===== config.mk =====
export PLATFORM = sky130hd
export DESIGN_NAME = e1_biframe_mon
export DESIGN_NICKNAME = d
export VERILOG_FILES = /design/src/rtl/e1bm_pkg.sv /design/src/rtl/e1bm_bit_pos.sv /design/src/rtl/e1bm_ts0_tap.sv /design/src/rtl/e1bm_align_fsm.sv /design/src/rtl/e1_biframe_mon.sv
export SDC_FILE = /design/constraint.sdc
export NUM_CORES = 1
export LEC_CHECK = 0
export ABC_CLOCK_PERIOD_IN_PS = 1500
export BUFFER_PORTS_ARGS = -buffer_cell sky130_fd_sc_hd__buf_2
export CAP_MARGIN = 30
export CORE_MARGIN = 2
export CORE_UTILIZATION = 45
export CTS_BUF_LIST = sky130_fd_sc_hd__clkbuf_4
export DETAILED_ROUTE_END_ITERATION = 12
export GPL_TIMING_DRIVEN = 0
export PLACE_DENSITY = 0.65
export SETUP_SLACK_MARGIN = 0.02
export SYNTH_ARGS = -nofsm -noshare
export SYNTH_HDL_FRONTEND = slang
export SYNTH_SLANG_ARGS = --single-unit

===== constraint.sdc =====
create_clock -name clk_i -period 1.5 [get_ports clk_i]
set_input_delay 0.15 -clock clk_i [delete_from_list [all_inputs] [get_ports clk_i]]
set_output_delay 0.15 -clock clk_i [all_outputs]
set_load 0.05 [all_outputs]

===== src/rtl/e1bm_pkg.sv =====
package e1bm_pkg;
  typedef enum logic {
    ST_LOCKED = 1'b0,
    ST_SEARCH = 1'b1
  } align_st_e;

  localparam logic TYPE_SA  = 1'b1;
  localparam logic TYPE_FAS = 1'b0;
endpackage


===== src/rtl/e1bm_bit_pos.sv =====
module e1bm_bit_pos #(
  parameter int FRAME_BITS = 256,
  parameter int POS_W      = $clog2(FRAME_BITS)
) (
  input  logic             clk_i,
  input  logic             rst_ni,
  input  logic             frame_start_i,
  output logic [POS_W-1:0] pos_o,
  output logic             synced_o
);
  localparam logic [POS_W-1:0] LAST_POS = POS_W'(FRAME_BITS - 1);

  logic [POS_W-1:0] cnt_q, cnt_d;
  logic             synced_q;

  // strobe forces position 0 in its own cycle
  assign pos_o    = frame_start_i ? '0 : cnt_q;
  assign synced_o = synced_q | frame_start_i;
  assign cnt_d    = (pos_o == LAST_POS) ? '0 : pos_o + POS_W'(1);

  always_ff @(posedge clk_i or negedge rst_ni) begin
    if (!rst_ni) begin
      cnt_q    <= '0;
      synced_q <= 1'b0;
    end else begin
      cnt_q    <= cnt_d;
      synced_q <= synced_o;
    end
  end
endmodule


===== src/rtl/e1bm_ts0_tap.sv =====
module e1bm_ts0_tap #(
  parameter int SLOT_BITS = 8,
  parameter int TAP_POS   = 1,
  parameter int POS_W     = 8
) (
  input  logic             clk_i,
  input  logic             rst_ni,
  input  logic [POS_W-1:0] pos_i,
  input  logic             synced_i,
  input  logic             frame_start_i,
  input  logic             data_i,
  output logic             smp_vld_o,
  output logic             smp_bit_o,
  output logic             ftype_o,
  output logic             ftype_vld_o
);
  localparam logic [POS_W-1:0] TAP_AT   = POS_W'(TAP_POS);
  localparam logic [POS_W-1:0] SLOT_END = POS_W'(SLOT_BITS - 1);

  logic ftype_q, vld_q;

  assign smp_vld_o   = synced_i && !frame_start_i && (pos_i == TAP_AT);
  assign smp_bit_o   = data_i;
  assign ftype_o     = ftype_q;
  assign ftype_vld_o = vld_q;

  always_ff @(posedge clk_i or negedge rst_ni) begin
    if (!rst_ni) begin
      ftype_q <= 1'b0;
      vld_q   <= 1'b0;
    end else begin
      if (smp_vld_o) ftype_q <= data_i;
      if (frame_start_i)                          vld_q <= 1'b0;
      else if (synced_i && pos_i == SLOT_END)     vld_q <= 1'b1;
    end
  end
endmodule


===== src/rtl/e1bm_align_fsm.sv =====
module e1bm_align_fsm
  import e1bm_pkg::*;
(
  input  logic clk_i,
  input  logic rst_ni,
  input  logic mode_en_i,
  input  logic smp_vld_i,
  input  logic smp_bit_i,
  output logic loss_o,
  output logic realign_o
);
  align_st_e st_q;
  logic      exp_q;      // expected type of next sampled frame
  logic      prev_q;     // last bit seen while searching
  logic      prev_vld_q;
  logic      realign_q;

  assign loss_o    = (st_q == ST_SEARCH);
  assign realign_o = realign_q;

  always_ff @(posedge clk_i or negedge rst_ni) begin
    if (!rst_ni) begin
      st_q       <= ST_SEARCH;
      exp_q      <= TYPE_SA;
      prev_q     <= 1'b0;
      prev_vld_q <= 1'b0;
      realign_q  <= 1'b0;
    end else if (!mode_en_i) begin
      st_q       <= ST_LOCKED;
      prev_vld_q <= 1'b0;
      realign_q  <= 1'b0;
      if (smp_vld_i) exp_q <= ~smp_bit_i;
    end else begin
      realign_q <= 1'b0;
      if (smp_vld_i) begin
        unique case (st_q)
          ST_LOCKED: begin
            if (smp_bit_i == exp_q) begin
              exp_q <= ~smp_bit_i;
            end else begin
              st_q       <= ST_SEARCH;
              prev_q     <= smp_bit_i;
              prev_vld_q <= 1'b1;
            end
          end
          ST_SEARCH: begin
            if (prev_vld_q && prev_q == TYPE_SA && smp_bit_i == TYPE_FAS) begin
              st_q       <= ST_LOCKED;
              exp_q      <= TYPE_SA;
              realign_q  <= 1'b1;
              prev_vld_q <= 1'b0;
            end else begin
              prev_q     <= smp_bit_i;
              prev_vld_q <= 1'b1;
            end
          end
          default: st_q <= ST_SEARCH;
        endcase
      end
    end
  end
endmodule


===== src/rtl/e1_biframe_mon.sv =====
module e1_biframe_mon #(
  parameter int SLOT_BITS = 8,
  parameter int SLOTS     = 32,
  parameter int TAP_POS   = 1
) (
  input  logic clk_i,
  input  logic rst_ni,
  input  logic frame_start_i,
  input  logic data_i,
  input  logic mode_en_i,
  input  logic sys_sa_src_i,
  output logic loss_o,
  output logic realign_o,
  output logic frame_type_o,
  output logic ftype_vld_o,
  output logic sa_corrupt_o
);
  localparam int FRAME_BITS = SLOT_BITS * SLOTS;
  localparam int POS_W      = $clog2(FRAME_BITS);

  logic [POS_W-1:0] pos;
  logic             synced, smp_vld, smp_bit;

  e1bm_bit_pos #(.FRAME_BITS(FRAME_BITS), .POS_W(POS_W)) u_pos (
    .clk_i, .rst_ni, .frame_start_i,
    .pos_o(pos), .synced_o(synced)
  );

  e1bm_ts0_tap #(.SLOT_BITS(SLOT_BITS), .TAP_POS(TAP_POS), .POS_W(POS_W)) u_tap (
    .clk_i, .rst_ni, .pos_i(pos), .synced_i(synced), .frame_start_i, .data_i,
    .smp_vld_o(smp_vld), .smp_bit_o(smp_bit),
    .ftype_o(frame_type_o), .ftype_vld_o
  );

  e1bm_align_fsm u_fsm (
    .clk_i, .rst_ni, .mode_en_i,
    .smp_vld_i(smp_vld), .smp_bit_i(smp_bit),
    .loss_o, .realign_o
  );

  assign sa_corrupt_o = loss_o & sys_sa_src_i & mode_en_i;
endmodule


==> results.cfg, run 1 <==
[outcome]
outcome = complete, but fails checks
violations = setup timing

[floorplanning]
core_area_um2 = 1690
initial_core_util_pct = 46.9
die-area_um2 = 2110
num_io_pins = 11
dieHeight_um = 46.0
core.rowCount = 15
die_w_um = 46.0

[global_routing]
grt_pass1_wl_um = 2200
grt_max_degree = 17
grt_overflow_total = 0
track_usage_pct = 14.7
grt_pass1_vias = 511
antenna_found_initial = 0

[timing]
period_needed_ps = 1590
relSlewSlack_pct = 73.3
finalSetupViolations = 4
fmax_mhz = 629
tightest_slew_ps = 399
drv_slew = 0
rsz0062_at_grt = yes
hold_violations = 0
skew_ps = 4.14
fin_ws_ps = -89.9
finalSetupTns_ps = -158
min_period_over_period_pct = 106

[layout]
diodes = 0
nets = 104
area_growth_pct = 25.6
drive_gt1_share_pct = 38.9

[critical_path]
cp_data_required_time_ps = 1720
worstSetupPathType = reg -> reg
cp_max_fo = 3
cp-startpoint = u_fsm.exp_q
critPathMaxStageDelay_ps = 550
path_buf_inv = 0
rr_startpoint = u_fsm.exp_q
crit_family = flip-flops
start_kind = flop
crit_slowest_cell = dfstp_2
crit_chain = xor2_1 > o211ai_1 > nor2b_1 > mux2_4
cp-end-kind = flop
cp.arrival_ps = 1810

[synthesis]
syn_inst = 72
synth_area_leaders = dfrtp_1, dfstp_2, xor2_1, ha_1, nor2b_1
ys_types = 28
yosysSeqAreaShare_pct = 50.9
yosysWarnings = 0
synth_top_area_cell = dfrtp_1
synthArstFlopShare_pct = 100
ys_ff_latch = 16
synth_ff_type = dfrtp_1
avgSynthCellArea_um2 = 11.0
synth_top_area_share_pct = 44.2
synthTopCellsByCount = dfrtp_1, nand2_1, nor2_1
synth_edf_count = 0
synth_nets = 80
syn-cell-area_um2 = 792
post-synth-top-count-cell = dfrtp_1

[drt]
wirelength_um = 1470
dr_total_vias = 587
vias_per_cell = 5.24
drt_first_pass_iters = 4
drtAntennaViolNets = 0
wire_per_inst_um = 13.1
remaining_drc_errors = 0
drt_iter0_drc = 3

[power_and_ir_drop]
internal-power_uw = 724
pwr-share-clk_pct = 22.8
netSwitchingFraction_pct = 31.1
p_leak_nw = 0.454
ir_drop_mv = 0.518
powerDensity_nw_per_um2 = 1060
pwr-share-seq_pct = 50.8
p_sw_uw = 327
combPwrFrac_pct = 26.3
power_mw = 1.05

[worst_hold_path]
min-delay-start = data_i
holdCritPathClass = in -> reg

[cts]
clk_latency_ps = 290
path_clk_slew_ps = 100
cts.sinks = 16
cts_root_buffer = clkbuf_4
htree_levels = 1
cts_tree = built
cts_buffers = 3
clockBufferDepth = 2

[place]
port_buffers = 10
dp_hpwl_um = 922
place_congestion = 0.751

[job]
max-cap-violations = 0
[flip-flops by register name (all words and copies together), names as in the netlist]
register	flops
u_fsm.prev_q	1
u_tap.ftype_o	1
u_pos.cnt_q	8
u_pos.synced_q	1
u_fsm.prev_vld_q	1
u_fsm.realign_o	1
u_fsm.loss_o	1
u_fsm.exp_q	1
u_tap.ftype_vld_o	1
[power by group through the flow]
stage | registers, mW | clock network [mW] | logic, mW
after floorplan | 0.578 | 0 | 0.110
after global placement | 0.541 | 0 | 0.197
after detailed placement | 0.543 | 0 | 0.200
after CTS | 0.534 | 0.248 | 0.241
after global routing | 0.541 | 0.272 | 0.300
final | 0.534 | 0.240 | 0.277
[kinds of logic (layout without fill, tap and decap cells)]
kind of cell	Yosys count	after routing	share of synthesized area (%)
xor+xnor	6	6	6.64
simple gates	34	34	27.0
compound gates	8	8	6.16
fa+ha+maj	2	2	3.16
flops	16	16	50.9
mux	3	3	4.27
buf+inv	3	26	1.90
[through the flow]
step                      setup WS, ps  utilization [%]  instances  cell area (µm²)  hold WS (ps)
after floorplan                  -9.42                -         72              796          -146
after global placement            -145             51.3         99              867          79.9
after detailed placement          -147             51.3         99              867          81.1
after CTS                        -41.5             56.4        109              952          88.8
after global routing              -165             58.9        112              995          89.5
final                            -89.9             58.9        112              995           104
[cell type report]
type	instances	area, µm²
Buffer	1	7.51
Clock buffer	3	22.5
Clock inverter	1	3.75
Fill cell	146	694
Inverter	2	7.51
Multi-Input combinational cell	53	398
Sequential cell	16	408
Tap cell	17	21.3
Timing Repair Buffer	19	126
[path summary, 6_finish.rpt]
check | slack [ps] | end | cells past startpoint
worst min register to register | 480 | u_pos.synced_q | 1
min in group asynchronous | 280 | u_pos.cnt_q[1] | 2
max in group asynchronous | 910 | u_fsm.exp_q | 2
worst max register to register | -90 | u_fsm.exp_q | 4
worst min-delay path | 100 | u_fsm.realign_o | 2
worst max-delay path | -90 | u_fsm.exp_q | 4
[cells in the final DEF (no fill, tap or decap), drive strengths merged]
cell type    synthesis  routed
nand3                4       4
dfstp                2       2
nand4                1       1
ha                   2       2
mux2                 3       3
nor3                 3       3
inv                  2       2
nor2                 7       7
or3                  1       1
nor4b                1       1
nand2                6       6
buf                  1      19
o21ai                3       3
clkbuf               0       3
or2                  1       1
nand4b               2       2
a21oi                2       2
dfrtp               14      14
clkinv               0       1
nor2b                5       5
o211ai               2       2
dlygate4sd3          0       1
a31o                 1       1
xnor2                1       1
and3                 2       2
xor2                 5       5
nor4                 1       1
[what timing repair did]
action,4_1_cts,5_1_grt
gates resized for setup,4,6
buffers inserted,5,3
endpoints found under the setup margin,4,12
hold buffers,1,0
hold endpoints to repair,14,0
pin swaps,2,1
[layer usage]
metal  global-route usage, %  up-vias  share of wire [%]
li1                        -      297                  -
met1                    21.6      276                 50
met2                    19.4       10                 46
met3                    4.37        4                2.3
met4                    6.86        0                1.7
met5                       0        -                  0
(Power assumes the default switching activity.)
==> run 2, diff against run 1 <==
==> constraint.sdc (replaced) <==
create_clock -name clk_i -period 1.5 [get_ports clk_i]
set_input_delay 0.075 -clock clk_i [delete_from_list [all_inputs] [get_ports clk_i]]
set_output_delay 0.075 -clock clk_i [all_outputs]
set_load 0.05 [all_outputs]
==> results.cfg, run 2 (synthesis results as in run 1) <==
[outcome]
outcome = complete, but fails checks
violations = setup timing

[global_routing]
track_usage_pct = 14.6
grt_overflow_total = 0
antenna_found_initial = 0
grt_pass1_vias = 505
grt_pass1_wl_um = 2190
grt_max_degree = 17

[drt]
wirelength_um = 1460
vias_per_cell = 5.32
drt_iter0_drc = 6
wire_per_inst_um = 13.1
dr_total_vias = 590
drt_first_pass_iters = 4
remaining_drc_errors = 0
drtAntennaViolNets = 0

[timing]
period_needed_ps = 1580
fin_ws_ps = -84.7
finalSetupTns_ps = -129
hold_violations = 0
skew_ps = 4.21
fmax_mhz = 631
rsz0062_at_grt = yes
tightest_slew_ps = 390
min_period_over_period_pct = 106
finalSetupViolations = 3
relSlewSlack_pct = 73.9
drv_slew = 0

[worst_hold_path]
holdCritPathClass = in -> reg

[layout]
layout_common_cells = dfrtp_1, buf_2, buf_4, nand2_1
drive_gt1_share_pct = 38.3
utilization_pct = 58.1
largest_reg_flops = 8
nets = 103
regMostFlops = u_pos.cnt_q
diodes = 0
layout_commonest_cell = dfrtp_1
area_growth_pct = 23.9

[floorplanning]
core.rowCount = 15
initial_core_util_pct = 46.9
core_area_um2 = 1690
num_io_pins = 11
die_w_um = 46.0
die-area_um2 = 2110
dieHeight_um = 46.0

[critical_path]
worstSetupPathType = reg -> reg
critPathMaxStageDelay_ps = 550
crit_slowest_cell = dfstp_2
cp.arrival_ps = 1810
cp_max_fo = 3
crit_chain = xor2_1 > o211ai_1 > nor2b_1 > mux2_4
cp_data_required_time_ps = 1720
start_kind = flop
cp-end-kind = flop

[place]
port_buffers = 10
dp_hpwl_um = 922
place_congestion = 0.751

[cts]
cts_root_buffer = clkbuf_4
clockBufferDepth = 2
clk_latency_ps = 290
htree_levels = 1
cts_tree = built
path_clk_slew_ps = 100
cts.sinks = 16
cts_buffers = 3

[power_and_ir_drop]
combPwrFrac_pct = 25.9
netSwitchingFraction_pct = 31.1
internal-power_uw = 720
powerDensity_nw_per_um2 = 1070
p_sw_uw = 325
ir_drop_mv = 0.518
power_mw = 1.05
pwr-share-clk_pct = 22.9
pwr-share-seq_pct = 51.2
p_leak_nw = 0.448

[job]
max-cap-violations = 0
-- run 2: worst paths after layout --
| check | start | endpoint | slack [ps] | cells after the start |
|---|---|---|---|---|
| max in group asynchronous | rst_ni | u_fsm.exp_q | 990 | 2 |
| max | u_fsm.exp_q | u_fsm.exp_q | -80 | 4 |
| min | data_i | u_fsm.realign_o | 30 | 2 |
| max reg2reg | u_fsm.exp_q | u_fsm.exp_q | -80 | 4 |
| min reg2reg | u_pos.synced_q | u_pos.synced_q | 480 | 1 |
| min in group asynchronous | rst_ni | u_pos.cnt_q[1] | 210 | 2 |
-- run 2: routing by layer --
layer	vias up	track usage, %	routed length (µm)
met1	279	21.6	728
met4	0	6.86	25
met2	12	19.2	662
li1	295	-	-
met5	-	0	0
met3	4	4.37	41
-- run 2: worst max-delay path: cells and delay by family (launching register included) --
family,cells,cell delay (ps)
simple gates,1,220
flops,1,550
mux,1,310
xor+xnor,1,80
compound gates,1,350
-- run 2: layout make-up --
class	instances	area, µm²
fill	147	708
tap	17	21.3
timing repair buffer	18	113
inverter	2	7.51
clock buffer	3	22.5
buffer	1	7.51
sequential	16	408
multi-input combinational	53	398
clock inverter	1	3.75
-- run 2: stage by stage --
stage | hold slack, ps | instances | instance area [µm²] | setup WS, ps
6_report | 25.6 | 111 | 981 | -84.7
2_1_floorplan | -221 | 72 | 796 | -9.42
5_1_grt | 14.5 | 111 | 981 | -165
4_1_cts | 13.8 | 109 | 950 | -41.5
3_5_place_dp | 6.10 | 99 | 867 | -109
3_3_place_gp | 4.90 | 99 | 867 | -119
-- run 2: power groups by stage --
| stage | combinational, mW | sequential (mW) | clock (mW) |
|---|---|---|---|
| after floorplan | 0.110 | 0.578 | 0 |
| after global placement | 0.197 | 0.541 | 0 |
| after detailed placement | 0.200 | 0.543 | 0 |
| after CTS | 0.241 | 0.534 | 0.248 |
| after global routing | 0.295 | 0.542 | 0.272 |
| final | 0.271 | 0.535 | 0.239 |
-- run 2: repair_timing --
item | 4_1_cts | 5_1_grt
resized for setup | 3 | 5
buffers inserted | 5 | 2
hold buffers | 1 | 0
hold endpoints to repair | 16 | 0
pin swaps | 2 | 1
endpoints found under the setup margin | 3 | 11
==> run 3, diff against run 2 <==
==> constraint.sdc (replaced) <==
create_clock -name clk_i -period 1.5 [get_ports clk_i]
set_input_delay 0.45 -clock clk_i [delete_from_list [all_inputs] [get_ports clk_i]]
set_output_delay 0.45 -clock clk_i [all_outputs]
set_load 0.05 [all_outputs]
==> results.cfg, run 3 (synthesis results as in run 1) <==
[critical_path]
r2r-end = u_fsm.prev_q
path_buf_inv = 1
r2r_setup_slack_ps = -90
reg2regPathDepth = 6
critPathMaxStageDelay_ps = 630
crit_chain = and3_4 > buf_8
cp.arrival_ps = 1230
cp-end-kind = output pin
rr_startpoint = u_fsm.loss_o
crit_slowest_cell = dfstp_4
cp_max_fo = 3
cp_data_required_time_ps = 1050
crit_family = flip-flops
start_kind = flop
worstSetupPathType = reg -> out

[cts]
cts_root_buffer = clkbuf_4
cts_tree = built
clockBufferDepth = 2
clk_latency_ps = 280
cts.sinks = 16
path_clk_slew_ps = 100
htree_levels = 1
cts_buffers = 3

[place]
place_congestion = 0.764
place_ws_ps = -275
dp_hpwl_um = 940
port_buffers = 10

[global_routing]
grt_max_degree = 17
grt_pass1_wl_um = 2240
grt_pass1_vias = 516
antenna_found_initial = 0
grtUsageMet3_pct = 3.57
track_usage_pct = 14.8
grt_util_met2_pct = 19.4
grt_overflow_total = 0
top_usage_layer = met1
grt_util_met1_pct = 22.4

[drt]
drtAntennaViolNets = 0
remaining_drc_errors = 0
dr_total_vias = 577
drt_iter0_drc = 8
wire_per_inst_um = 13.6
vias_per_cell = 5.25
drt_first_pass_iters = 4
wirelength_um = 1500

[outcome]
violations = setup timing
outcome = complete, but fails checks

[layout]
nets = 102
layout_commonest_cell = dfrtp_1
fillers = 144
area_growth_pct = 32.2
largest_reg_flops = 8
layout_common_cells = dfrtp_1, buf_2, nand2_1, xor2_1, nor2_1
drive_gt1_share_pct = 45.2
diodes = 0
utilization_pct = 62.0
regMostFlops = u_pos.cnt_q

[timing]
period_needed_ps = 1680
fmax_mhz = 594
skew_ps = 4.84
relSlewSlack_pct = 76.9
rsz0062_at_grt = yes
finalSetupTns_ps = -455
drv_slew = 0
finalSetupViolations = 4
fin_ws_ps = -184
holdWs_ps = 56.9
tightest_slew_ps = 347
hold_violations = 0
min_period_over_period_pct = 112

[floorplanning]
die-area_um2 = 2110
core_area_um2 = 1690
core.rowCount = 15
initial_core_util_pct = 46.9
num_io_pins = 11
dieHeight_um = 46.0
die_w_um = 46.0

[worst_hold_path]
holdCritPathClass = in -> async

[power_and_ir_drop]
ir_drop_mv = 0.739
powerDensity_nw_per_um2 = 989
power_mw = 1.04
p_leak_nw = 0.465

[job]
max-cap-violations = 0
run 3: cell count changes in the layout (fill, tap and decap cells not counted), sizes merged:
cell,previous run,this run
dlygate4sd3,1,0
run 3: metrics by stage:
stage	std cells	instance area, µm²
after global placement	99	900
after floorplan	72	828
after detailed placement	99	900
after global routing	110	1050
final	110	1050
after CTS	110	1000
run 3: cell type report:
type	instances	area (µm²)	area share, %
clock inverters	1	3.75	0.358
plain buffers	1	20.0	1.91
well taps	17	21.3	2.03
multi-input cells	53	442	42.2
inverters	2	7.51	0.717
repair buffers	17	124	11.8
flip-flops and latches	16	407	38.8
clock buffers	3	22.5	2.15
run 3: timing repair:
item / CTS / global route
hold buffers: 0 / 0
gates resized for setup: 6 / 12
endpoints found under the setup margin: 4 / 13
pin swaps: 3 / 5
setup buffers: 7 / 1
run 3: power by group:
group	switching, mW	internal (mW)
combinational	0.142	0.127
sequential	0.0406	0.495
clock	0.134	0.0964
total	0.317	0.719
run 3: per-layer routing:
metal	vias up	wire, µm
met1	270	750
met2	9	692
met3	2	43
met4	0	10
met5	-	0
li1	296	-
run 3: how the worst max path moves through the flow:
stage	startpoint	end	slack [ps]	cells past startpoint
3_3_place_gp	frame_start_i	u_fsm.exp_q	-270	7
2_1_floorplan	u_fsm.loss_o	u_fsm.exp_q	-60	4
4_1_cts	u_fsm.loss_o	sa_corrupt_o	-190	2
5_1_grt	u_fsm.loss_o	sa_corrupt_o	-220	2
3_5_place_dp	frame_start_i	u_fsm.exp_q	-280	7
6_report	u_fsm.loss_o	sa_corrupt_o	-180	2
run 3: worst register-to-register path: cells and delay by family, from the launching register on:
kind,cells,cell delay [ps]
compound gates,1,140
buf+inv,2,300
flops,1,630
mux,1,290
simple gates,2,130
